### config.mk
export PLATFORM = sky130hd
export DESIGN_NAME = lineloc_spread_gen
export DESIGN_NICKNAME = d
export VERILOG_FILES = /design/src/rtl/ssg_pkg.sv /design/src/rtl/ssg_param_latch.sv /design/src/rtl/ssg_phase_ctr.sv /design/src/rtl/ssg_frac_acc.sv /design/src/rtl/ssg_shape.sv /design/src/rtl/lineloc_spread_gen.sv
export SDC_FILE = /design/constraint.sdc
export NUM_CORES = 1
export LEC_CHECK = 0
export BUFFER_PORTS_ARGS = -buffer_cell sky130_fd_sc_hd__buf_2
export CORE_MARGIN = 5
export CORE_UTILIZATION = 60
export DETAILED_ROUTE_END_ITERATION = 16
export PLACE_DENSITY = 0.79
export SLEW_MARGIN = 20
export SYNTH_ARGS = -nofsm -noshare
export SYNTH_HDL_FRONTEND = slang
export SYNTH_SLANG_ARGS = --single-unit
### constraint.sdc
create_clock -name clk_i -period 13.4 [get_ports clk_i]
set_input_delay 0.67 -clock clk_i [delete_from_list [all_inputs] [get_ports clk_i]]
set_output_delay 0.67 -clock clk_i [all_outputs]
set_load 0.02 [all_outputs]
### src/rtl/ssg_pkg.sv
package ssg_pkg;

   // Shape of the offset relative to the nominal ratio
   typedef enum logic [0:0] {
      SHAPE_DOWN   = 1'b0,
      SHAPE_CENTER = 1'b1
   } shape_e;

   function automatic int imax(input int a, input int b);
      return (a > b) ? a : b;
   endfunction

endpackage

### src/rtl/ssg_param_latch.sv
// Captures the period, amplitude and ratio words at a period boundary and
// precomputes the peak and the per-cycle step (integer and remainder).
module ssg_param_latch #(
   parameter int NC_W  = 11,
   parameter int MOD_W = 13,
   parameter int NSS_W = 13,
   localparam int HALF_W = NC_W - 1,
   localparam int DW     = ssg_pkg::imax(NSS_W, HALF_W)
) (
   input  logic              clk_i,
   input  logic              rst_ni,
   input  logic              capture_i,
   input  logic [NC_W-1:0]   period_i,
   input  logic [MOD_W-1:0]  ratio_i,
   input  logic [NSS_W-1:0]  ampl_i,
   output logic [HALF_W-1:0] half_o,
   output logic [NSS_W-1:0]  peak_o,
   output logic [MOD_W-1:0]  ratio_o,
   output logic              odd_o,
   output logic [NSS_W-1:0]  step_q_o,
   output logic [HALF_W-1:0] step_r_o
);

   logic [HALF_W-1:0] half_n;
   logic [DW-1:0]     half_x;
   logic [DW-1:0]     ampl_x;
   logic [DW-1:0]     peak_x;
   logic [DW-1:0]     q_x;
   logic [DW-1:0]     r_x;

   always_comb begin
      half_n = period_i[NC_W-1:1];
      half_x = DW'(half_n);
      ampl_x = DW'(ampl_i);
      peak_x = (ampl_x > half_x) ? (ampl_x - half_x) : '0;
      if (half_x == '0) begin
         q_x = '0;
         r_x = '0;
      end else begin
         q_x = peak_x / half_x;
         r_x = peak_x % half_x;
      end
   end

   always_ff @(posedge clk_i or negedge rst_ni) begin
      if (!rst_ni) begin
         half_o   <= '0;
         peak_o   <= '0;
         ratio_o  <= '0;
         odd_o    <= 1'b0;
         step_q_o <= '0;
         step_r_o <= '0;
      end else if (capture_i) begin
         half_o   <= half_n;
         peak_o   <= NSS_W'(peak_x);
         ratio_o  <= ratio_i;
         odd_o    <= period_i[0];
         step_q_o <= NSS_W'(q_x);
         step_r_o <= HALF_W'(r_x);
      end
   end

endmodule

### src/rtl/ssg_phase_ctr.sv
// Index within the current half-period, direction bit and period-boundary
// detection (enable, wrap, restart, degenerate half of zero).
module ssg_phase_ctr #(
   parameter int HALF_W = 10
) (
   input  logic              clk_i,
   input  logic              rst_ni,
   input  logic              dis_i,
   input  logic              restart_i,
   input  logic [HALF_W-1:0] half_i,
   output logic              load_o,
   output logic              capture_o,
   output logic              running_o,
   output logic [HALF_W-1:0] idx_o,
   output logic              fall_o,
   output logic              half_end_o
);

   logic last_w;
   logic half_zero_w;
   logic wrap_w;

   always_comb begin
      half_zero_w = (half_i == '0);
      last_w      = (idx_o == (half_i - HALF_W'(1)));
      wrap_w      = running_o & fall_o & last_w & ~half_zero_w;
      load_o      = ~dis_i & (~running_o | restart_i | wrap_w | half_zero_w);
      capture_o   = dis_i | load_o;
      half_end_o  = running_o & last_w & ~half_zero_w;
   end

   always_ff @(posedge clk_i or negedge rst_ni) begin
      if (!rst_ni) begin
         running_o <= 1'b0;
         idx_o     <= '0;
         fall_o    <= 1'b0;
      end else if (dis_i) begin
         running_o <= 1'b0;
         idx_o     <= '0;
         fall_o    <= 1'b0;
      end else if (load_o) begin
         running_o <= 1'b1;
         idx_o     <= '0;
         fall_o    <= 1'b0;
      end else if (last_w) begin
         idx_o     <= '0;
         fall_o    <= ~fall_o;
      end else begin
         idx_o     <= idx_o + HALF_W'(1);
      end
   end

endmodule

### src/rtl/ssg_frac_acc.sv
// Integer-plus-remainder accumulator: after j steps acc = floor(peak*j/half).
module ssg_frac_acc #(
   parameter int HALF_W = 10,
   parameter int NSS_W  = 13
) (
   input  logic              clk_i,
   input  logic              rst_ni,
   input  logic              clear_i,
   input  logic              adv_i,
   input  logic [NSS_W-1:0]  step_q_i,
   input  logic [HALF_W-1:0] step_r_i,
   input  logic [HALF_W-1:0] half_i,
   output logic [NSS_W-1:0]  acc_o
);

   logic [HALF_W-1:0] rem_q;
   logic [HALF_W:0]   sum_w;
   logic              carry_w;

   always_comb begin
      sum_w   = {1'b0, rem_q} + {1'b0, step_r_i};
      carry_w = (sum_w >= {1'b0, half_i});
   end

   always_ff @(posedge clk_i or negedge rst_ni) begin
      if (!rst_ni) begin
         rem_q <= '0;
         acc_o <= '0;
      end else if (clear_i) begin
         rem_q <= '0;
         acc_o <= '0;
      end else if (adv_i) begin
         rem_q <= carry_w ? HALF_W'(sum_w - {1'b0, half_i}) : HALF_W'(sum_w);
         acc_o <= acc_o + step_q_i + NSS_W'(carry_w);
      end
   end

endmodule

### src/rtl/ssg_shape.sv
// Folds the accumulator into the triangle and forms offset and feedback.
module ssg_shape #(
   parameter int MOD_W = 13,
   parameter int NSS_W = 13,
   parameter ssg_pkg::shape_e SHAPE = ssg_pkg::SHAPE_DOWN,
   localparam int OFS_W = NSS_W + 1,
   localparam int FB_W  = MOD_W + 1,
   localparam int CW    = ssg_pkg::imax(MOD_W, NSS_W) + 2
) (
   input  logic                    running_i,
   input  logic                    fall_i,
   input  logic [NSS_W-1:0]        acc_i,
   input  logic [NSS_W-1:0]        peak_i,
   input  logic [MOD_W-1:0]        ratio_i,
   output logic signed [OFS_W-1:0] offset_o,
   output logic [FB_W-1:0]         fb_o
);

   logic [NSS_W-1:0] mag_w;

   always_comb begin
      if (!running_i)  mag_w = '0;
      else if (fall_i) mag_w = peak_i - acc_i;
      else             mag_w = acc_i;
   end

   if (SHAPE == ssg_pkg::SHAPE_DOWN) begin : g_down
      logic [CW-1:0] r_ext;
      logic [CW-1:0] m_ext;
      always_comb begin
         r_ext    = CW'(ratio_i);
         m_ext    = CW'(mag_w);
         offset_o = -$signed({1'b0, mag_w});
         fb_o     = (r_ext >= m_ext) ? FB_W'(r_ext - m_ext) : '0;
      end
   end else begin : g_center
      logic signed [CW-1:0] ofs_ext;
      logic signed [CW-1:0] sum_ext;
      always_comb begin
         ofs_ext  = running_i ? ($signed(CW'(mag_w)) - $signed(CW'(peak_i >> 1)))
                              : '0;
         sum_ext  = $signed(CW'(ratio_i)) + ofs_ext;
         offset_o = OFS_W'(ofs_ext);
         fb_o     = (sum_ext < 0) ? '0 : FB_W'(sum_ext);
      end
   end

endmodule

### src/rtl/lineloc_spread_gen.sv
module lineloc_spread_gen #(
   parameter int NC_W  = 11,
   parameter int MOD_W = 13,
   parameter int NSS_W = 13,
   parameter ssg_pkg::shape_e SHAPE = ssg_pkg::SHAPE_DOWN,
   localparam int HALF_W = NC_W - 1,
   localparam int OFS_W  = NSS_W + 1,
   localparam int FB_W   = MOD_W + 1
) (
   input  logic                    clk_i,
   input  logic                    rst_ni,
   input  logic                    spread_dis_i,
   input  logic                    restart_i,
   input  logic [NC_W-1:0]         period_i,
   input  logic [MOD_W-1:0]        ratio_i,
   input  logic [NSS_W-1:0]        ampl_i,
   output logic signed [OFS_W-1:0] offset_o,
   output logic [FB_W-1:0]         fb_eff_o,
   output logic                    odd_err_o
);

   // Elaboration-time parameter checks
   if (NC_W < 3 || NC_W > 16) begin : g_bad_nc_w
      $error("lineloc_spread_gen: NC_W must lie in 3..16");
   end
   if (MOD_W < 2 || MOD_W > 24) begin : g_bad_mod_w
      $error("lineloc_spread_gen: MOD_W must lie in 2..24");
   end
   if (NSS_W < 2 || NSS_W > 24) begin : g_bad_nss_w
      $error("lineloc_spread_gen: NSS_W must lie in 2..24");
   end

   logic              load_w;
   logic              capture_w;
   logic              running_w;
   logic [HALF_W-1:0] idx_w;
   logic              fall_w;
   logic              half_end_w;
   logic [HALF_W-1:0] lat_half_w;
   logic [NSS_W-1:0]  lat_peak_w;
   logic [MOD_W-1:0]  lat_ratio_w;
   logic [NSS_W-1:0]  step_q_w;
   logic [HALF_W-1:0] step_r_w;
   logic [NSS_W-1:0]  acc_w;
   logic              acc_clr_w;

   ssg_param_latch #(
      .NC_W  (NC_W),
      .MOD_W (MOD_W),
      .NSS_W (NSS_W)
   ) u_latch (
      .clk_i     (clk_i),
      .rst_ni    (rst_ni),
      .capture_i (capture_w),
      .period_i  (period_i),
      .ratio_i   (ratio_i),
      .ampl_i    (ampl_i),
      .half_o    (lat_half_w),
      .peak_o    (lat_peak_w),
      .ratio_o   (lat_ratio_w),
      .odd_o     (odd_err_o),
      .step_q_o  (step_q_w),
      .step_r_o  (step_r_w)
   );

   ssg_phase_ctr #(
      .HALF_W (HALF_W)
   ) u_phase (
      .clk_i      (clk_i),
      .rst_ni     (rst_ni),
      .dis_i      (spread_dis_i),
      .restart_i  (restart_i),
      .half_i     (lat_half_w),
      .load_o     (load_w),
      .capture_o  (capture_w),
      .running_o  (running_w),
      .idx_o      (idx_w),
      .fall_o     (fall_w),
      .half_end_o (half_end_w)
   );

   assign acc_clr_w = spread_dis_i | load_w | half_end_w;

   ssg_frac_acc #(
      .HALF_W (HALF_W),
      .NSS_W  (NSS_W)
   ) u_acc (
      .clk_i    (clk_i),
      .rst_ni   (rst_ni),
      .clear_i  (acc_clr_w),
      .adv_i    (running_w),
      .step_q_i (step_q_w),
      .step_r_i (step_r_w),
      .half_i   (lat_half_w),
      .acc_o    (acc_w)
   );

   ssg_shape #(
      .MOD_W (MOD_W),
      .NSS_W (NSS_W),
      .SHAPE (SHAPE)
   ) u_shape (
      .running_i (running_w),
      .fall_i    (fall_w),
      .acc_i     (acc_w),
      .peak_i    (lat_peak_w),
      .ratio_i   (lat_ratio_w),
      .offset_o  (offset_o),
      .fb_o      (fb_eff_o)
   );

endmodule

Word-level counts from Yosys, hierarchy flattened

Cells that the tools add are included.

Add/sub/neg operators: 10
Div/mod/pow operators: 2
Order comparisons: 3
Equality and inequality tests: 1
Mux-type cells: 19
Bitwise gates (word level): 15
Reduce and logical (&&, ||, !) cells: 5

Operators by type and width:

| kind                                                                 | count |
|---|---|
| 13-bit 2-to-1 mux                                                    | 6 |
| 10-bit 2-to-1 mux                                                    | 7 |
| 10-bit zero test                                                     | 2 |
| 14-bit 2-to-1 mux                                                    | 1 |
| 13-bit negation with 14-bit output                                   | 1 |
| 13-bit by 13-bit subtractor with 14-bit output                       | 1 |
| 13-bit by 1-bit adder with 13-bit output                             | 1 |
| 13-bit adder                                                         | 1 |
| 13-bit by 10-bit divider with 13-bit output                          | 1 |
| 13-bit >= comparator                                                 | 1 |
| 13-bit by 10-bit greater-than comparator with 1-bit output           | 1 |
| 13-bit by 10-bit remainder unit with 13-bit output                   | 1 |
| 13-bit by 10-bit subtractor with 13-bit output                       | 1 |
| 13-bit subtractor                                                    | 1 |
| 10-bit by 10-bit adder with 11-bit output                            | 1 |
| 11-bit by 10-bit >= comparator with 1-bit output                     | 1 |
| 10-bit by 1-bit adder with 10-bit output, second input constant      | 1 |
| 10-bit == test                                                       | 1 |
| 10-bit by 1-bit subtractor with 10-bit output, second input constant | 1 |
| 10-bit subtractor                                                    | 1 |
| 1-bit bitwise AND                                                    | 6 |
| 1-bit 2-to-1 mux                                                     | 5 |
| 1-bit OR                                                             | 5 |
| 1-bit inverter                                                       | 4 |
| 2 further kinds                                                      | 3 |

Register bits after elaboration: 95
Input port bits: 41
Output and inout port bits: 29
Word-level logic and storage cells: 66

Longest topological paths before layout

Gate-level depths: netlist of the first run.

Depth after elaboration: 10
Mapped depth: 112

Modules after synthesis

A second synthesis of the first run with hierarchy kept.

Cell total of the unflattened synthesis: 1592
Area total of the unflattened synthesis: 13195.2 sq um

Modules (own cells, without submodules):

| module             | times used | cells each | area an instance (sq um) | seq. area each (sq um) |
|---|---|---|---|---|
| ssg_param_latch    | 1          | 888        | 7631.1                   | 1501.4 |
| ssg_frac_acc       | 1          | 315        | 2640.0                   | 575.6 |
| ssg_shape          | 1          | 277        | 1919.3                   | 0.0 |
| ssg_phase_ctr      | 1          | 111        | 998.5                    | 300.3 |
| lineloc_spread_gen | 1          | 1          | 6.3                      | 0.0 |

Worst setup path before layout of the first run

OpenSTA, ideal clock, no wires.

Kind: input port to flip-flop
From: input period_i[7]
To: register u_latch.step_r_o[9]
Setup time: 122 ps
Arrival: 23615 ps
Setup slack: -10336 ps
Stages on the path: 107
Path buffers: 11
Path through: inv_1 ha_1 clkbuf_1 a21oi_1 o21bai_1 a311oi_1 a21boi_1 clkbuf_1 nand2b_1 inv_1 ha_1 nand2_1 a21boi_0 ha_1 inv_1 or4_1 nand2_1 a21oi_1 [... 71 more ...] nand4_1 a21oi_1 o41a_1 o21ai_0 nand2_1 a21o_1 nand2b_1 buf_2 mux2_2 ha_1 o21ai_0 a31oi_1 o41ai_1 o21ai_0 o21a_1 or3_1 mux2_1 a32o_1

Longest elaborated chain between the ends: 4
Elaborated cells on any way between the ends: 6
Those cells by class: 1 x add/sub; 1 x div; 1 x order compare; 2 x mux; 1 x reduce/logical

Ends and longest elaborated chain:

| element                                                                                                                      | line                     | RTL |
|---|---|---|
| start, declared                                                                                                              | lineloc_spread_gen.sv:14 | `input logic [NC_W-1:0] period_i,` |
| 13-bit by 10-bit subtractor with 13-bit output or 13-bit by 10-bit greater-than comparator with 1-bit output (tied branches) | ssg_param_latch.sv:35    | `peak_x = (ampl_x > half_x) ? (ampl_x - half_x) : '0;` |
| 13-bit 2-to-1 mux *                                                                                                          | ssg_param_latch.sv:35    |  |
| via u_latch.peak_x[12]                                                                                                       | ssg_param_latch.sv:27    | `logic [DW-1:0] peak_x;` |
| 13-bit by 10-bit remainder unit with 13-bit output *                                                                         | ssg_param_latch.sv:41    | `r_x = peak_x % half_x;` |
| 10-bit 2-to-1 mux *                                                                                                          | ssg_param_latch.sv:36    | `if (half_x == '0) begin` |
| end signal, assigned                                                                                                         | ssg_param_latch.sv:59    | `step_r_o <= HALF_W'(r_x);` |
| end, declared                                                                                                                | ssg_param_latch.sv:21    | `output logic [HALF_W-1:0] step_r_o` |

The timed path passes the listed nets; every way through them passes the cells marked *.
A chain may end at the register's enable or synchronous reset.

Worst setup path in the final report of the first run

From: input period_i[2]
To: register u_latch.step_r_o[9]

Same word-level chain as after synthesis.

==> metrics.txt, run 1 <==
total of warnings raised by yosys=0; Async S/R FF share, synth=1.00; distinct cell type count of the synthesized netlist=86; area taken by multi-input logic gates=0.0102 mm²; Num CTS Buffers=9; drt first-iter violations=~1.6k; Worst setup EP type=flip-flop; Startpoint Class=primary input; proportion of layout cells with a drive suffix above 1=0.366; highest achievable clock rate=about 0.046 GHz; number of flops mapped to enable cells by yosys=0; latest clock arrival within the worst-skew pair=about 350 ps; number of endpoints failing setup at the final stage=15; total vias in the final route=around 15k; most area-hungry cell type in the Yosys netlist=dfrtp_1; TritonCTS clock tree=done; sequential cell area fraction in the yosys report=0.198; number of buffers added on ports=a little under 70; finished layout cell area=approximately 0.017 mm²; Hold Vio Cnt, Final=0; count of final max-slew check failures=0; clock period minus final worst setup slack=21670 ps; number of inserted filler cells in the final layout=950; global-route wire length before repair=69900 µm; TritonRoute pass-1 iters=6; share of Yosys cell area claimed by the top area cell type=0.198; cell family contributing the most delay on the critical path=compound AO/OA/AOI/OAI gates; Die ar.=0.0230 mm²; count of boundary I/O pins=70; hold slack=around 270 ps; status=finished with violations; cell count after synthesis=1511; commonest non-fill, non-tap cell in the layout=buf_4; via count of the first global-routing pass=between 10k and 15k; placeable core area=~0.020 mm²; number of nets in the finished design=2206; Core Rows=51; antenna viol nets, final=0; initial core utilization=0.614; Die Ht=about 150 µm; required time of the worst setup path=13640 ps; DPL Wire Length=around 32000 µm; vias per std cell=approximately 6.4; min setup slack post-route=-8270 ps; drt total wl=between 40000 and 50000 µm; highest-count cells in the layout ignoring fill and taps=buf_4, nor2_1, ha_1; count of state elements after synthesis=95; routability congestion estimate from global placement=about 1; crit-path max FO=7; CTS H-Tree Depth=3; post-synthesis area per instance=roughly 8 µm²; Max stage delay on crit path=550 ps; most frequent cell on the critical path=ha_4; failing checks=setup timing; slew at the pin with the worst max-slew slack=roughly 960 ps; layout overhead on the synthesized area=43.9%; setup repair after global routing missed its margin=true; total grt overflow=0; sequential standard cell area=0.00238 mm²; Clock transition at path regs=70 ps; cell area reported after detailed placement=around 0.016 mm²; Antenna diodes=0; clock sink total=95; # DRC=0; CP bufs+invs=11; average wire per cell in the routed design=between 20 and 25 µm; worst path arrival time=around 22000 ps; pin count of the biggest net entering global routing=between 50 and 60; antenna violations before repair=0; area of the mapped netlist=0.0120 mm²; clock tree skew after final layout=a little under 9 ps; class of the worst hold path=primary input to async pin; Root Buffer=clkbuf_16; Primary FF master, synth=dfrtp_1; max-cap violation count=0; worst slew margin relative to its limit=0.353; fin crit share=1.62; slowest cell on the critical path=or4_4; die boundary width=~150 µm; Net Count, Synth=1715; largest cells by area after synthesis=dfrtp_1, ha_1, xnor2_1; total routing usage reported by global routing=0.379; Worst Setup Path Type=primary input to flip-flop; number of buffers on the longest clock path=2
## sequential cells by signal, indices dropped and copies added, names as in the netlist
name,flops
u_latch.step_q_o,13
u_acc.acc_o,13
u_latch.step_r_o,10
u_latch.ratio_o,13
u_phase.idx_o,10
u_acc.rem_q,10
u_latch.odd_o,1
u_latch.peak_o,13
u_phase.fall_o,1
u_latch.half_o,10
u_phase.running_o,1
## layout make-up
type | instances | area share
multi-input combinational | 1285 | 0.588
timing repair buffer | 513 | 0.217
sequential | 95 | 0.137
inverter | 98 | 0.0224
tap | 265 | 0.0192
clock buffer | 12 | 0.0148
clock inverter | 4 | 0.00166
## through the flow
stage               setup slack, ps  TNS, ps  std cells  utilization
floorplan                     -8060   -99340       1511            -
global placement              -7650   -94780       2176        0.806
detailed placement            -8360  -104750       2176        0.806
CTS                           -6810   -83030       2249        0.862
global route                  -8820  -111110       2272        0.883
finish                        -8270  -103500       2272        0.883
## path summary, 6_finish.rpt
check | from | end | slack (ps) | cells past startpoint
max reg2reg | u_latch.step_r_o[0] | u_acc.acc_o[12] | 6820 | 31
min in group clk_i | spread_dis_i | u_phase.running_o | 480 | 2
max | period_i[2] | u_latch.step_r_o[9] | -8270 | 101
min reg2reg | u_latch.step_q_o[5] | u_latch.step_q_o[5] | 510 | 2
max in group asynchronous | rst_ni | u_latch.step_r_o[2] | 12010 | 2
min | rst_ni | u_latch.ratio_o[1] | 270 | 1
## synth_stat cells (all sizes together) (38+ instances only)
cell type,instances
nor2,154
xnor2,81
dfrtp,95
a21oi,78
nand2,130
xor2,46
o21ai,105
ha,155
mux2,38
nor3,53
inv,98
a21o,48
## worst reg2reg max path: cells and delay by family, from the launching register on
| kind | cells | cell delay, ps |
|---|---|---|
| DFF | 1 | 420 |
| adders and majority gates | 5 | 1930 |
| AOI/OAI and AO/OA | 13 | 2220 |
| and+or+nand+nor | 10 | 1390 |
| xor gates and xnor gates | 2 | 310 |
| buffers and inverters | 1 | 170 |
## cell families after synthesis
family | share of synthesized area
simple gates | 0.209
compound gates | 0.225
fa+ha+maj | 0.175
buf+inv | 0.0426
xor+xnor | 0.0925
flops | 0.198
mux | 0.0592
## layer usage
layer | wire length [µm] | vias up | part of all wire | track usage
li1 | - | 6485 | - | -
met1 | 17400 | 6751 | 0.36 | 0.435
met2 | 22300 | 965 | 0.46 | 0.668
met3 | 4360 | 366 | 0.091 | 0.0562
met4 | 4040 | 0 | 0.084 | 0.220
met5 | 0 | - | 0 | 0
## repair_timing
action | 4_1_cts | 5_1_grt
endpoints found under the hold margin | 0 | 0
hold buffers | 0 | 0
pin swaps | 69 | 32
gates resized for setup | 83 | 54
buffers inserted | 56 | 25
endpoints found under the setup margin | 15 | 15
cloned | 2 | 0
Power of run 1 is left out: the tool's default activity adds up to more than one toggle a clock period on the data nets, which glitch-free logic cannot reach.
==> run 2, diff against run 1 <==
--- a/config.mk
+++ b/config.mk
@@ -6,10 +6,10 @@
 export NUM_CORES = 1
 export LEC_CHECK = 0
 export BUFFER_PORTS_ARGS = -buffer_cell sky130_fd_sc_hd__buf_2
+export CAP_MARGIN = 15
 export CORE_MARGIN = 5
-export CORE_UTILIZATION = 60
+export CORE_UTILIZATION = 40
 export DETAILED_ROUTE_END_ITERATION = 16
-export PLACE_DENSITY = 0.79
 export SLEW_MARGIN = 20
 export SYNTH_ARGS = -nofsm -noshare
 export SYNTH_HDL_FRONTEND = slang
==> metrics.txt, run 2 (synthesis results as in run 1) <==
slew at the pin with the worst max-slew slack=~930 ps; cell area reported after detailed placement=0.0161 mm²; number of buffers on the longest clock path=2; worst slew margin relative to its limit=0.373; max-cap violation count=0; number of nets in the finished design=2208; slowest cell on the critical path=or4_4; Max stage delay on crit path=slightly below 600 ps; DPL Wire Length=~32000 µm; # DRC=0; number of inserted filler cells in the final layout=roughly 2.7k; class of the worst hold path=primary input to async pin; crit-path max FO=8; vias per std cell=5.39; clock sink total=between 90 and 100; Root Buffer=clkbuf_16; fin crit share=1.55; most frequent cell on the critical path=ha_4; global-route wire length before repair=about 64000 µm; start point of the critical path=ampl_i[0]; total of hold buffers inserted after clock tree synthesis=0; cell family contributing the most delay on the critical path=compound AO/OA/AOI/OAI gates; count of boundary I/O pins=70; number of endpoints failing setup at the final stage=14; highest achievable clock rate=0.0482 GHz; TritonCTS clock tree=done; routability congestion estimate from global placement=0.920; Antenna diodes=0; Post-Route Setup TNS=-90160 ps; commonest non-fill, non-tap cell in the layout=buf_4; latest clock arrival within the worst-skew pair=between 300 and 400 ps; worst path arrival time=20980 ps; proportion of layout cells with a drive suffix above 1=0.361; layout overhead on the synthesized area=44.0%; Die Ht=between 150 and 200 µm; total grt overflow=0; clock period minus final worst setup slack=approximately 21000 ps; total routing usage reported by global routing=0.230; required time of the worst setup path=between 10000 and 15000 ps; reg2reg start=u_latch.step_r_o[0]; initial core utilization=0.406; count of final max-slew check failures=0; status=finished with violations; Clock transition at path regs=approximately 70 ps; failing checks=setup timing; placeable core area=between 0.02 and 0.03 mm²; Die ar.=around 0.034 mm²; die boundary width=about 180 µm; drt total wl=39500 µm; drt first-iter violations=700; pin count of the biggest net entering global routing=83; Num CTS Buffers=9; total vias in the final route=approximately 13k; Worst Setup Path Type=primary input to flip-flop; Worst setup EP type=flip-flop; Core Rows=between 60 and 70; antenna viol nets, final=0; highest-count cells in the layout ignoring fill and taps=buf_4, nor2_1, ha_1; number of buffers added on ports=69; CTS H-Tree Depth=3; average wire per cell in the routed design=between 15 and 20 µm; TritonRoute pass-1 iters=5; via count of the first global-routing pass=about 13k; min setup slack post-route=-7340 ps; worst reg2reg endpoint=u_acc.acc_o[12]; worst r2r path cells=31; Hold Vio Cnt, Final=0; finished layout cell area=around 0.017 mm²; CP bufs+invs=11; antenna violations before repair=0; clock tree skew after final layout=12.8 ps; Startpoint Class=primary input; setup repair after global routing missed its margin=true; worst setup slack for register-to-register paths=around 7000 ps
## run 2: routing by layer
metal	part of all wire	GRT usage	vias up
li1	-	-	6472
met1	0.45	0.301	6112
met3	0.042	0.0245	66
met4	0.028	0.0626	0
met5	0	0	-
met2	0.48	0.405	276
## run 2: repair_timing
item,CTS,global route
cloned,1,0
setup buffers,44,16
setup endpoints to repair,15,15
pin swaps,79,68
resized for setup,68,42
## run 2: cell type report
| type | count | area [µm²] | area share |
|---|---|---|---|
| repair buffers | 516 | 3770 | 0.218 |
| flip-flops and latches | 95 | 2380 | 0.137 |
| clock buffers | 10 | 239 | 0.0138 |
| clock inverters | 5 | 32.5 | 0.00188 |
| inverters | 98 | 395 | 0.0228 |
| well taps | 390 | 488 | 0.0282 |
| multi-input cells | 1284 | 10000 | 0.578 |
## run 2: worst max path at each step
| stage | depth (start not counted) | end |
|---|---|---|
| final | 102 | u_latch.step_r_o[9] |
| after global routing | 103 | u_latch.step_r_o[9] |
| after detailed placement | 98 | u_latch.step_r_o[9] |
| after CTS | 101 | u_latch.step_r_o[9] |
| after floorplan | 102 | u_latch.step_r_o[9] |
| after global placement | 99 | u_latch.step_r_o[9] |
## run 2: per-stage QoR
step	std cells	hold slack [ps]	util	worst slack, ps
after floorplan	1511	374	-	-8060
after global placement	2324	474	0.544	-7700
after detailed placement	2324	477	0.544	-8210
after CTS	2384	334	0.575	-6880
after global routing	2398	358	0.584	-8200
final	2398	313	0.584	-7340
Power of run 2 is left out for the same reason.
